<file path="src/rtl/shf_pkg.sv">
package shf_pkg;

  typedef enum logic [1:0] {
    KIND_LSL  = 2'b00,
    KIND_LSR  = 2'b01,
    KIND_ASR  = 2'b10,
    KIND_ASR2 = 2'b11
  } shf_kind_e;

  typedef enum logic [1:0] {
    CNT_NONE    = 2'b00,
    CNT_PARTIAL = 2'b01,
    CNT_FULL    = 2'b10,
    CNT_BEYOND  = 2'b11
  } shf_cnt_class_e;

endpackage

</file>
<file path="src/rtl/shf_count_class.sv">
module shf_count_class
  import shf_pkg::*;
#(
  parameter int DATA_W = 32,
  parameter int CNT_W  = 6
) (
  input  logic [DATA_W-1:0] count_raw,
  output logic [CNT_W-1:0]  amount,
  output shf_cnt_class_e    cls
);
  localparam logic [CNT_W:0] WIDTH_C = (CNT_W+1)'(DATA_W);

  logic [CNT_W:0] amt_ext;

  // the count wraps modulo 2**CNT_W
  assign amount  = count_raw[CNT_W-1:0];
  assign amt_ext = {1'b0, amount};

  always_comb begin
    if (amt_ext == '0)            cls = CNT_NONE;
    else if (amt_ext < WIDTH_C)   cls = CNT_PARTIAL;
    else if (amt_ext == WIDTH_C)  cls = CNT_FULL;
    else                          cls = CNT_BEYOND;
  end
endmodule

</file>
<file path="src/rtl/shf_datapath.sv">
module shf_datapath
  import shf_pkg::*;
#(
  parameter int DATA_W = 32,
  parameter int CNT_W  = 6
) (
  input  logic [DATA_W-1:0] value,
  input  logic [CNT_W-1:0]  amount,
  input  logic [1:0]        kind,
  input  shf_cnt_class_e    cls,
  input  logic              carry_in,
  output logic [DATA_W-1:0] result,
  output logic              carry,
  output logic              neg,
  output logic              zero
);
  // one guard bit beside the word catches the last bit pushed out
  logic [DATA_W:0]        left_w;
  logic [DATA_W:0]        right_w;
  logic signed [DATA_W:0] arith_w;

  assign left_w  = {1'b0, value} << amount;
  assign right_w = {value, 1'b0} >> amount;
  assign arith_w = $signed({value, 1'b0}) >>> amount;

  always_comb begin
    if (cls == CNT_NONE) begin
      result = value;
      carry  = carry_in;
    end else if (kind[1]) begin
      result = arith_w[DATA_W:1];
      carry  = arith_w[0];
    end else if (kind[0]) begin
      result = right_w[DATA_W:1];
      carry  = right_w[0];
    end else begin
      result = left_w[DATA_W-1:0];
      carry  = left_w[DATA_W];
    end
  end

  assign neg  = result[DATA_W-1];
  assign zero = (result == '0);
endmodule

</file>
<file path="src/rtl/shf_out_slice.sv">
module shf_out_slice #(
  parameter int DATA_W = 32
) (
  input  logic              clk,
  input  logic              rst_n,
  input  logic              in_valid,
  output logic              in_ready,
  input  logic [DATA_W-1:0] d_result,
  input  logic              d_carry,
  input  logic              d_neg,
  input  logic              d_zero,
  output logic              q_valid,
  input  logic              q_ready,
  output logic [DATA_W-1:0] q_result,
  output logic              q_carry,
  output logic              q_extend,
  output logic              q_neg,
  output logic              q_zero
);
  logic take;

  assign in_ready = !q_valid || q_ready;
  assign take     = in_valid && in_ready;

  always_ff @(posedge clk or negedge rst_n) begin
    if (!rst_n) begin
      q_valid  <= 1'b0;
      q_result <= '0;
      q_carry  <= 1'b0;
      q_extend <= 1'b0;
      q_neg    <= 1'b0;
      q_zero   <= 1'b0;
    end else begin
      if (take) begin
        q_valid  <= 1'b1;
        q_result <= d_result;
        q_carry  <= d_carry;
        q_extend <= d_carry;
        q_neg    <= d_neg;
        q_zero   <= d_zero;
      end else if (q_ready) begin
        q_valid  <= 1'b0;
      end
    end
  end
endmodule

</file>
<file path="src/rtl/shf_carry_unit.sv">
module shf_carry_unit
  import shf_pkg::*;
#(
  parameter int DATA_W = 32,
  parameter int CNT_W  = 6
) (
  input  logic              clk,
  input  logic              rst_n,
  input  logic              in_valid,
  output logic              in_ready,
  input  logic [DATA_W-1:0] in_value,
  input  logic [DATA_W-1:0] in_count,
  input  logic [1:0]        in_kind,
  input  logic              in_carry,
  output logic              out_valid,
  input  logic              out_ready,
  output logic [DATA_W-1:0] out_result,
  output logic              out_carry,
  output logic              out_extend,
  output logic              out_neg,
  output logic              out_zero,
  output logic              out_ovf
);
  logic [CNT_W-1:0]  amount;
  shf_cnt_class_e    cls;
  logic [DATA_W-1:0] dp_result;
  logic              dp_carry;
  logic              dp_neg;
  logic              dp_zero;
  logic              accept;

  shf_count_class #(.DATA_W(DATA_W), .CNT_W(CNT_W)) cnt_u (
    .count_raw (in_count),
    .amount    (amount),
    .cls       (cls)
  );

  shf_datapath #(.DATA_W(DATA_W), .CNT_W(CNT_W)) dp_u (
    .value    (in_value),
    .amount   (amount),
    .kind     (in_kind),
    .cls      (cls),
    .carry_in (in_carry),
    .result   (dp_result),
    .carry    (dp_carry),
    .neg      (dp_neg),
    .zero     (dp_zero)
  );

  shf_out_slice #(.DATA_W(DATA_W)) out_u (
    .clk      (clk),
    .rst_n    (rst_n),
    .in_valid (in_valid),
    .in_ready (in_ready),
    .d_result (dp_result),
    .d_carry  (dp_carry),
    .d_neg    (dp_neg),
    .d_zero   (dp_zero),
    .q_valid  (out_valid),
    .q_ready  (out_ready),
    .q_result (out_result),
    .q_carry  (out_carry),
    .q_extend (out_extend),
    .q_neg    (out_neg),
    .q_zero   (out_zero)
  );

  assign out_ovf = 1'b0;
  assign accept  = in_valid && in_ready;

  assert_zero_keep_R2: assert property (@(posedge clk) disable iff (!rst_n)
    (accept && cls == CNT_NONE) |=>
      (out_result == $past(in_value) && out_carry == $past(in_carry)));

  assert_left_full_R4: assert property (@(posedge clk) disable iff (!rst_n)
    (accept && in_kind == 2'b00 && cls == CNT_FULL) |=>
      (out_result == '0 && out_carry == $past(in_value[0])));

  assert_logic_beyond_R5: assert property (@(posedge clk) disable iff (!rst_n)
    (accept && !in_kind[1] && cls == CNT_BEYOND) |=>
      (out_result == '0 && !out_carry));

  assert_sign_fill_R6: assert property (@(posedge clk) disable iff (!rst_n)
    (accept && in_kind[1] && (cls == CNT_FULL || cls == CNT_BEYOND)) |=>
      (out_result == {DATA_W{$past(in_value[DATA_W-1])}} &&
       out_carry == $past(in_value[DATA_W-1])));

  assert_extend_copy_R7: assert property (@(posedge clk) disable iff (!rst_n)
    out_valid |-> (out_extend == out_carry));

  assert_flags_R8: assert property (@(posedge clk) disable iff (!rst_n)
    out_valid |-> (out_zero == (out_result == '0) &&
                   out_neg == out_result[DATA_W-1]));

  assert_latency_R9: assert property (@(posedge clk) disable iff (!rst_n)
    accept |=> out_valid);

  assert_hold_R10: assert property (@(posedge clk) disable iff (!rst_n)
    (out_valid && !out_ready) |=>
      (out_valid && $stable(out_result) && $stable(out_carry) &&
       $stable(out_neg) && $stable(out_zero)));

  assert_stall_ready_R10: assert property (@(posedge clk) disable iff (!rst_n)
    (out_valid && !out_ready) |-> !in_ready);
endmodule

</file>
<file path="config.mk">
export PLATFORM = sky130hd
export DESIGN_NAME = shf_carry_unit
export DESIGN_NICKNAME = d
export VERILOG_FILES = /design/src/rtl/shf_pkg.sv /design/src/rtl/shf_count_class.sv /design/src/rtl/shf_datapath.sv /design/src/rtl/shf_out_slice.sv /design/src/rtl/shf_carry_unit.sv
export SDC_FILE = /design/constraint.sdc
export NUM_CORES = 1
export LEC_CHECK = 0
export ABC_AREA = 0
export BUFFER_PORTS_ARGS = -buffer_cell sky130_fd_sc_hd__buf_2
export CELL_PAD_IN_SITES_DETAIL_PLACEMENT = 1
export CELL_PAD_IN_SITES_GLOBAL_PLACEMENT = 1
export CORE_AREA = 2 2 122 124
export DETAILED_ROUTE_END_ITERATION = 6
export DIE_AREA = 0 0 124 126
export PLACE_DENSITY = 0.82
export SYNTH_ARGS = -nofsm -noshare
export SYNTH_HDL_FRONTEND = slang
export SYNTH_SLANG_ARGS = --single-unit
export TNS_END_PERCENT = 1
</file>
<file path="constraint.sdc">
create_clock -name clk -period 2.6 [get_ports clk]
set_input_delay 0.52 -clock clk [delete_from_list [all_inputs] [get_ports clk]]
set_output_delay 0.52 -clock clk [all_outputs]
set_load 0.01 [all_outputs]
</file>
==> flow_summary.ini, run 1 <==
[placed_design]
port_buffers = 82
post-place-ws_ns = -1.49
place.gp.congestion = 1.20
dpl.hpwl_um = 33700

[grt]
grt_overflow = 69
grt_pass1_vias = 12427
grt_max_degree = 51
grt_use_total_pct = 77.9
grt_pass1_wl_um = 88500

[synth]
yosysTopAreaCell = mux4_2
synth_area_sq_um = 6280
netlist.area_leader.share_pct = 22.2
yosys_warnings = 0
ys_ff_latch = 35
synth_cell_types = 81
yosys-top-cells-area = mux4_2, dfrtp_1, mux2i_1, mux2_2, nand2_1
ys_async_sr_fraction_pct = 100
syn-num-nets = 818
syn_inst = 747
synth-edff-count = 0
synth_flop_cell = dfrtp_1
avgSynthCellArea_sq_um = 8.41
seq_area_frac_synth_pct = 13.9

[clocking]
h-tree-depth = 2
clock_path_buffers = 2
cts_sinks = 35
cts_inserted_buffers = 5
cts-root-buf = clkbuf_16

[outcome]
failed_stage = global routing
tool.error = [ERROR GRT-0116] Global routing finished with congestion. Check the congestion regions in the DRC Viewer.
status = aborted with a tool error

[floorplan]
dieHeight_um = 126
initial_utilization_pct = 43.9
fp.dieW_um = 124
io_pins = 110
row_count = 44
[cells by family after synthesis]
kind of cell	count (synthesis)	share of synthesized area [%]
and+or+nand+nor	263	20.1
AOI/OAI and AO/OA	218	24.1
other	1	0.0597
DFF	35	13.9
buffers and inverters	90	6.16
muxes	140	35.6
[cell usage after synthesis, types with 4 or more instances]
| cell type | n |
|---|---|
| o22ai_1 | 15 |
| nand2b_1 | 9 |
| buf_4 | 6 |
| and3_1 | 11 |
| nand2_1 | 86 |
| nor3b_1 | 4 |
| buf_1 | 13 |
| nand3_1 | 20 |
| nor3_1 | 13 |
| a2111oi_0 | 5 |
| buf_2 | 9 |
| a221oi_1 | 10 |
| or3_1 | 5 |
| o31ai_1 | 10 |
| nor2_1 | 66 |
| a31oi_1 | 11 |
| o21ai_0 | 39 |
| clkbuf_1 | 53 |
| a211oi_1 | 19 |
| o211ai_1 | 9 |
| o2111ai_1 | 6 |
| mux2_2 | 31 |
| inv_1 | 5 |
| mux2i_1 | 44 |
| nand4_1 | 11 |
| dfrtp_1 | 35 |
| nor2b_1 | 9 |
| nor4_1 | 6 |
| a21oi_1 | 37 |
| or2_2 | 6 |
| mux4_2 | 62 |
[metrics by stage]
stage / area, sq um / util [%] / cells / hold WS [ns]
3_5_place_dp: 9220 / 64.4 / 1273 / 0.470
4_1_cts: 10000 / 69.9 / 1307 / 0.343
3_3_place_gp: 9220 / 64.4 / 1273 / 0.455
2_1_floorplan: 6340 / - / 747 / 0.224
[routing by layer]
metal | overflow | GRT usage (%)
met1 | 1 | 81.8
met4 | 44 | 76.1
met3 | 1 | 62.0
met2 | 23 | 90.8
met5 | 0 | 26.3
[timing repair]
action,in CTS
setup buffers,25
hold buffers,0
cloned,2
pin swaps,24
endpoints found under the setup margin,32
gates resized for setup,96
==> run 2: changes to the inputs <==
--- a/config.mk
+++ b/config.mk
@@ -7,12 +7,10 @@
 export LEC_CHECK = 0
 export ABC_AREA = 0
 export BUFFER_PORTS_ARGS = -buffer_cell sky130_fd_sc_hd__buf_2
-export CELL_PAD_IN_SITES_DETAIL_PLACEMENT = 1
-export CELL_PAD_IN_SITES_GLOBAL_PLACEMENT = 1
-export CORE_AREA = 2 2 122 124
+export CORE_AREA = 2 2 148 150
 export DETAILED_ROUTE_END_ITERATION = 6
-export DIE_AREA = 0 0 124 126
-export PLACE_DENSITY = 0.82
+export DIE_AREA = 0 0 150 152
+export PLACE_DENSITY_LB_ADDON = 0.15
 export SYNTH_ARGS = -nofsm -noshare
 export SYNTH_HDL_FRONTEND = slang
 export SYNTH_SLANG_ARGS = --single-unit
==> run 2 against run 1 <==
  * The flow now finishes, with violations (negative setup slack)
  * Synthesized cell count stayed put
  * Area after synthesis unchanged
==> flow_summary.ini, run 2 <==
[critical_path]
cp_cell_sequence = buf_2, mux4_2, and3_1, a311o_1, o22a_1, a31o_1, or4_1, or4_1, o31ai_1
crit_required_ns = 2.79
worstSetupPathType = in -> reg
critPathMostFrequentCell = or4_1
r2r_end = out_u.q_zero
end_kind = register
reg2reg_from = out_u.q_valid
slowest_delay_ns = 0.57
reg2reg_depth = 9
worstPathMaxFanout = 3
r2r_setup_slack_ns = 0.65
arrival_ns = 3.38
start_kind = input port
critPathSlowestCell = mux4_2

[detailed_routing]
drc = 0
vias_per_cell = 6.08
first_pass_iters = 5
vias = 8567
ant_nets = 0
drt-initial-drc-count = 799
drt-total-wl_um = 40800
avgRoutedWirePerCell_um = 29.0

[timing]
tightest_slew_ns = 0.935
fin_crit_sh_pct = 123
finalSetupViolations = 9
setup_tns_ns = -1.57
timing.final.hold_violations = 0
fmax_mhz = 314
rsz0062_at_grt = true
maxSlewViolCount = 0
finalClockSkew_ns = 0.00347
finalCriticalPeriod_ns = 3.19
slew_headroom_pct = 35.9
worst_slack_ns = -0.586

[synth]
synth_flop_cell = dfrtp_1
avgSynthCellArea_sq_um = 8.41
yosys-top-cells-area = mux4_2, dfrtp_1, mux2i_1, mux2_2, nand2_1
ys_async_sr_fraction_pct = 100
yosys_warnings = 0
syn-num-nets = 818
synth_area_sq_um = 6280
synthTopCellsByCount = nand2_1, nor2_1, mux4_2
syn_inst = 747
seq_area_frac_synth_pct = 13.9
netlist.area_leader.share_pct = 22.2
yosysMostFrequentCell = nand2_1
yosysTopAreaCell = mux4_2
synth-edff-count = 0
ys_ff_latch = 35
synth_cell_types = 81

[outcome]
status = finished with violations
violations = negative setup slack

[cells_and_area]
fin_util_pct = 48.3
final_cell_mix = buf_4, nand2_1, buf_2
final_common_cell = buf_4
drive_gt1_share_pct = 55.2
largest-register = out_u.q_result
largest_reg_flops = 31
area_growth_syn_to_layout_pct = 64.2
nets = 1200

[grt]
grt_pass1_wl_um = 58400
grt_max_degree = 51
grt_pass1_vias = 8491
antenna_found_initial = 2
grt_use_total_pct = 35.0
grt_overflow = 0

[placed_design]
port_buffers = 82
place.gp.congestion = 1.07
dpl.hpwl_um = 33900

[floorplan]
dieArea_sq_um = 22800
row_count = 54
initial_utilization_pct = 29.4
core_sq_um = 21400
fp.dieW_um = 150
io_pins = 110
dieHeight_um = 152

[clocking]
cts_sinks = 35
worstSkewPairLatency_ns = 0.28
cts_inserted_buffers = 5
h-tree-depth = 2
cts_tree = yes
clk_pin_slew_ns = 0.05
clock_path_buffers = 2
cts-root-buf = clkbuf_16

[power_and_ir_drop]
p_leak_nw = 4.59
p_int_mw = 2.12
p_sw_mw = 1.47
pwr-share-comb_pct = 64.4
sw_frac_of_total_pct = 40.9
clkPwrFrac_pct = 16.6
power_density_nw_per_um2 = 348
ir_drop_mv = 0.200
seqPwrFrac_pct = 19.0

[worst_hold_path]
hold_class = in -> async

[job]
drv_cap = 0
## run 2: worst max-delay path by stage
| stage | from | endpoint | slack (ns) | cells after the start |
|---|---|---|---|---|
| floorplan | in_count[0] | out_u.q_zero | -0.59 | 12 |
| global route | in_count[0] | out_u.q_zero | -0.59 | 9 |
| detailed placement | in_count[1] | out_u.q_zero | -1.17 | 12 |
| global placement | in_count[0] | out_u.q_zero | -1.17 | 11 |
| finish | in_value[0] | out_u.q_zero | -0.59 | 9 |
| CTS | in_count[0] | out_u.q_zero | -0.56 | 11 |
## run 2: timing repair
action / in CTS / in global routing
setup buffers: 1 / 0
setup endpoints to repair: 29 / 26
cloned: 1 / 2
pin swaps: 3 / 4
hold buffers: 0 / 0
gates resized for setup: 41 / 36
## run 2: cell type report
| cell class | count | area [sq um] |
|---|---|---|
| Fill cell | 2164 | 11000 |
| Clock buffer | 6 | 139 |
| Clock inverter | 1 | 5.00 |
| Inverter | 7 | 26.3 |
| Tap cell | 280 | 350 |
| Timing Repair Buffer | 458 | 3620 |
| Antenna cell | 1 | 2.50 |
| Multi-Input combinational cell | 622 | 5290 |
| Sequential cell | 35 | 876 |
## run 2: routing by layer
| layer | global-route usage, % | vias to the layer above | wire length, um |
|---|---|---|---|
| li1 | - | 3720 | - |
| met1 | 47.8 | 4260 | 16900 |
| met2 | 55.1 | 495 | 18600 |
| met3 | 3.15 | 92 | 2940 |
| met4 | 17.7 | 0 | 2430 |
| met5 | 0 | - | 0 |
## run 2: critical path, delay by kind of cell
kind / cells / cell delay [ns]
compound gates: 4 / 0.93
mux: 1 / 0.57
buf+inv: 1 / 0.16
simple gates: 3 / 1.18
## run 2: power groups by stage
stage	clock network (mW)	registers [mW]	logic [mW]
global placement	0	0.688	2.16
CTS	0.611	0.685	2.22
global route	0.637	0.696	2.41
detailed placement	0	0.694	2.16
finish	0.595	0.682	2.31
floorplan	0	0.736	0.876
## run 2: kinds of logic (layout without fill, tap and decap cells)
group	count (synthesis)	after routing	synth area share [%]
AOI/OAI and AO/OA	218	218	24.1
buffers and inverters	90	472	6.16
DFF	35	35	13.9
muxes	140	140	35.6
other	1	2	0.0597
and+or+nand+nor	263	263	20.1
## run 2: metrics by stage
step / worst slack [ns] / instances / hold WS, ns / area [sq um] / power (mW)
CTS: -0.560 / 1407 / 0.331 / 10100 / 3.52
detailed placement: -1.17 / 1398 / 0.470 / 9740 / 2.85
global placement: -1.17 / 1398 / 0.460 / 9740 / 2.84
finish: -0.586 / 1410 / 0.308 / 10300 / 3.59
floorplan: -0.591 / 747 / 0.224 / 6340 / 1.61
global route: -0.592 / 1409 / 0.379 / 10300 / 3.75
(Power assumes the default switching activity.)
==> run 3: changes to the inputs <==
--- a/config.mk
+++ b/config.mk
@@ -11,6 +11,7 @@
 export DETAILED_ROUTE_END_ITERATION = 6
 export DIE_AREA = 0 0 150 152
 export PLACE_DENSITY_LB_ADDON = 0.15
+export REMOVE_ABC_BUFFERS = 1
 export SYNTH_ARGS = -nofsm -noshare
 export SYNTH_HDL_FRONTEND = slang
 export SYNTH_SLANG_ARGS = --single-unit
==> run 3 against run 2 <==
  * The run still ends with negative setup slack left
  * Critical path type unchanged
  * Register-to-register slack got worse by 0.20 ns
  * Die area did not move
  * Non-clock buffer count rose by 21
  * First-iteration DRC count rose by 14%
  * Clock-buffer cell count did not move
==> flow_summary.ini, run 3 (same netlist as run 2, synthesis figures left out) <==
[cells_and_area]
n_fill_cell = 2134
area_growth_syn_to_layout_pct = 65.4
final_cell_mix = buf_4, nand2_1, buf_2
multiInputGateArea_sq_um = 5380
largest-register = out_u.q_result
largest_reg_flops = 31
nets = 1221
drive_gt1_share_pct = 57.0
final_common_cell = buf_4
fin_util_pct = 48.7
stdcell_count = 1430
seqCellArea_sq_um = 876
n_antenna_cell = 0

[detailed_routing]
drc = 0
vias = 8597
drt-initial-drc-count = 910
vias_per_cell = 6.01
ant_nets = 0
avgRoutedWirePerCell_um = 28.0
drt-total-wl_um = 40100
first_pass_iters = 5

[clocking]
cts_sinks = 35
h-tree-depth = 2
cts_inserted_buffers = 5
ctsHoldBuffers = 0
worstSkewPairLatency_ns = 0.28
clk_pin_slew_ns = 0.05
cts_tree = yes
cts-root-buf = clkbuf_16
clock_path_buffers = 2

[floorplan]
initial_utilization_pct = 29.4
fp.dieW_um = 150
core_sq_um = 21400
io_pins = 110
dieArea_sq_um = 22800
dieHeight_um = 152
row_count = 54

[critical_path]
cp_cell_sequence = buf_2, buf_4, mux4_2, nor2_1, a21oi_1, o211ai_1, a221oi_2, buf_4, or4_1, or4_4, o31ai_4
slowest_delay_ns = 0.56
start_kind = input port
end_kind = register
worstSetupPathType = in -> reg
worstPathMaxFanout = 6
critPathMostFrequentCell = buf_4
arrival_ns = 3.52
crit_required_ns = 2.79
critPathSlowestCell = or4_4

[power_and_ir_drop]
power_density_nw_per_um2 = 348
ir_drop_mv = 0.215
p_leak_nw = 4.64

[timing]
worst_slack_ns = -0.735
rsz0062_at_grt = true
maxSlewViolCount = 0
timing.final.hold_violations = 0
tightest_slew_ns = 0.898
timing.hold.ws_ns = 0.302
fmax_mhz = 300
slew_headroom_pct = 38.4
finalSetupViolations = 12
finalClockSkew_ns = 0.00213
fin_crit_sh_pct = 128
finalCriticalPeriod_ns = 3.33

[placed_design]
dp.cells = 1400
place.gp.congestion = 1.03
port_buffers = 82
dpl.hpwl_um = 33300

[job]
drv_cap = 0

[outcome]
violations = negative setup slack
status = finished with violations

[grt]
grt_use_total_pct = 34.4
grt_overflow = 0
grt_max_degree = 51
antenna_found_initial = 1
grt_pass1_vias = 8611
grt_pass1_wl_um = 57400

[worst_hold_path]
hold_class = in -> async
run 3: cell types whose count changed in the layout (fill, tap and decap cells not counted), sizes merged:
cell and change:
inv -1, diode -1, clkinvlp +1, bufbuf -1
buf +22
run 3: repair_timing:
item,4_1_cts,5_1_grt
buffers inserted,16,7
pin swaps,21,13
endpoints found under the setup margin,31,26
gates cloned,1,1
gates resized for setup,80,36
run 3: per-stage QoR:
| step | worst slack (ns) | area [sq um] | TNS, ns | total power [mW] |
|---|---|---|---|---|
| after floorplan | -1.39 | 5920 | -9.07 | 1.48 |
| after global placement | -1.45 | 9540 | -18.86 | 2.81 |
| after detailed placement | -1.40 | 9540 | -19.51 | 2.82 |
| after CTS | -0.622 | 10200 | -1.98 | 3.54 |
| after global routing | -0.775 | 10400 | -2.90 | 3.78 |
| final | -0.735 | 10400 | -1.99 | 3.62 |
run 3: area by class of cell:
| cell class | count | share of cell area (%) |
|---|---|---|
| flip-flops and latches | 35 | 8.43 |
| multi-input cells | 622 | 51.8 |
| well taps | 280 | 3.37 |
| clock buffers | 6 | 1.34 |
| repair buffers | 479 | 34.8 |
| clock inverters | 1 | 0.0482 |
| inverters | 7 | 0.289 |
run 3: worst max-delay path: cells and delay by family:
| kind | cells | cell delay [ns] |
|---|---|---|
| buffers and inverters | 3 | 0.49 |
| AND/OR/NAND/NOR | 3 | 1.20 |
| AO/OA/AOI/OAI | 4 | 0.82 |
| multiplexers | 1 | 0.49 |
run 3: path summary, 6_finish.rpt:
path	from	endpoint	slack [ns]	depth (start not counted)
max reg2reg	out_u.q_valid	out_u.q_zero	0.45	9
max	in_value[25]	out_u.q_zero	-0.73	11
min	rst_n	out_u.q_result[19]	0.30	1
min reg2reg	out_u.q_result[6]	out_u.q_result[6]	0.47	2
min in group clk	in_valid	out_u.q_valid	0.47	2
max in group asynchronous	rst_n	out_u.q_result[7]	1.82	1
run 3: power breakdown:
part | internal [mW] | total (mW) | switching (mW)
Clock | 0.374 | 0.589 | 0.216
Sequential | 0.637 | 0.684 | 0.0463
Combinational | 1.14 | 2.35 | 1.21
run 3: routing by layer:
layer  vias up  global-route usage, %  share of wire (%)
li1       3761                      -                  -
met1      4181                   46.6                 41
met2       545                   55.9                 46
met3       108                   2.94                7.8
met4         2                   15.0                5.8
met5         -                      0              0.027
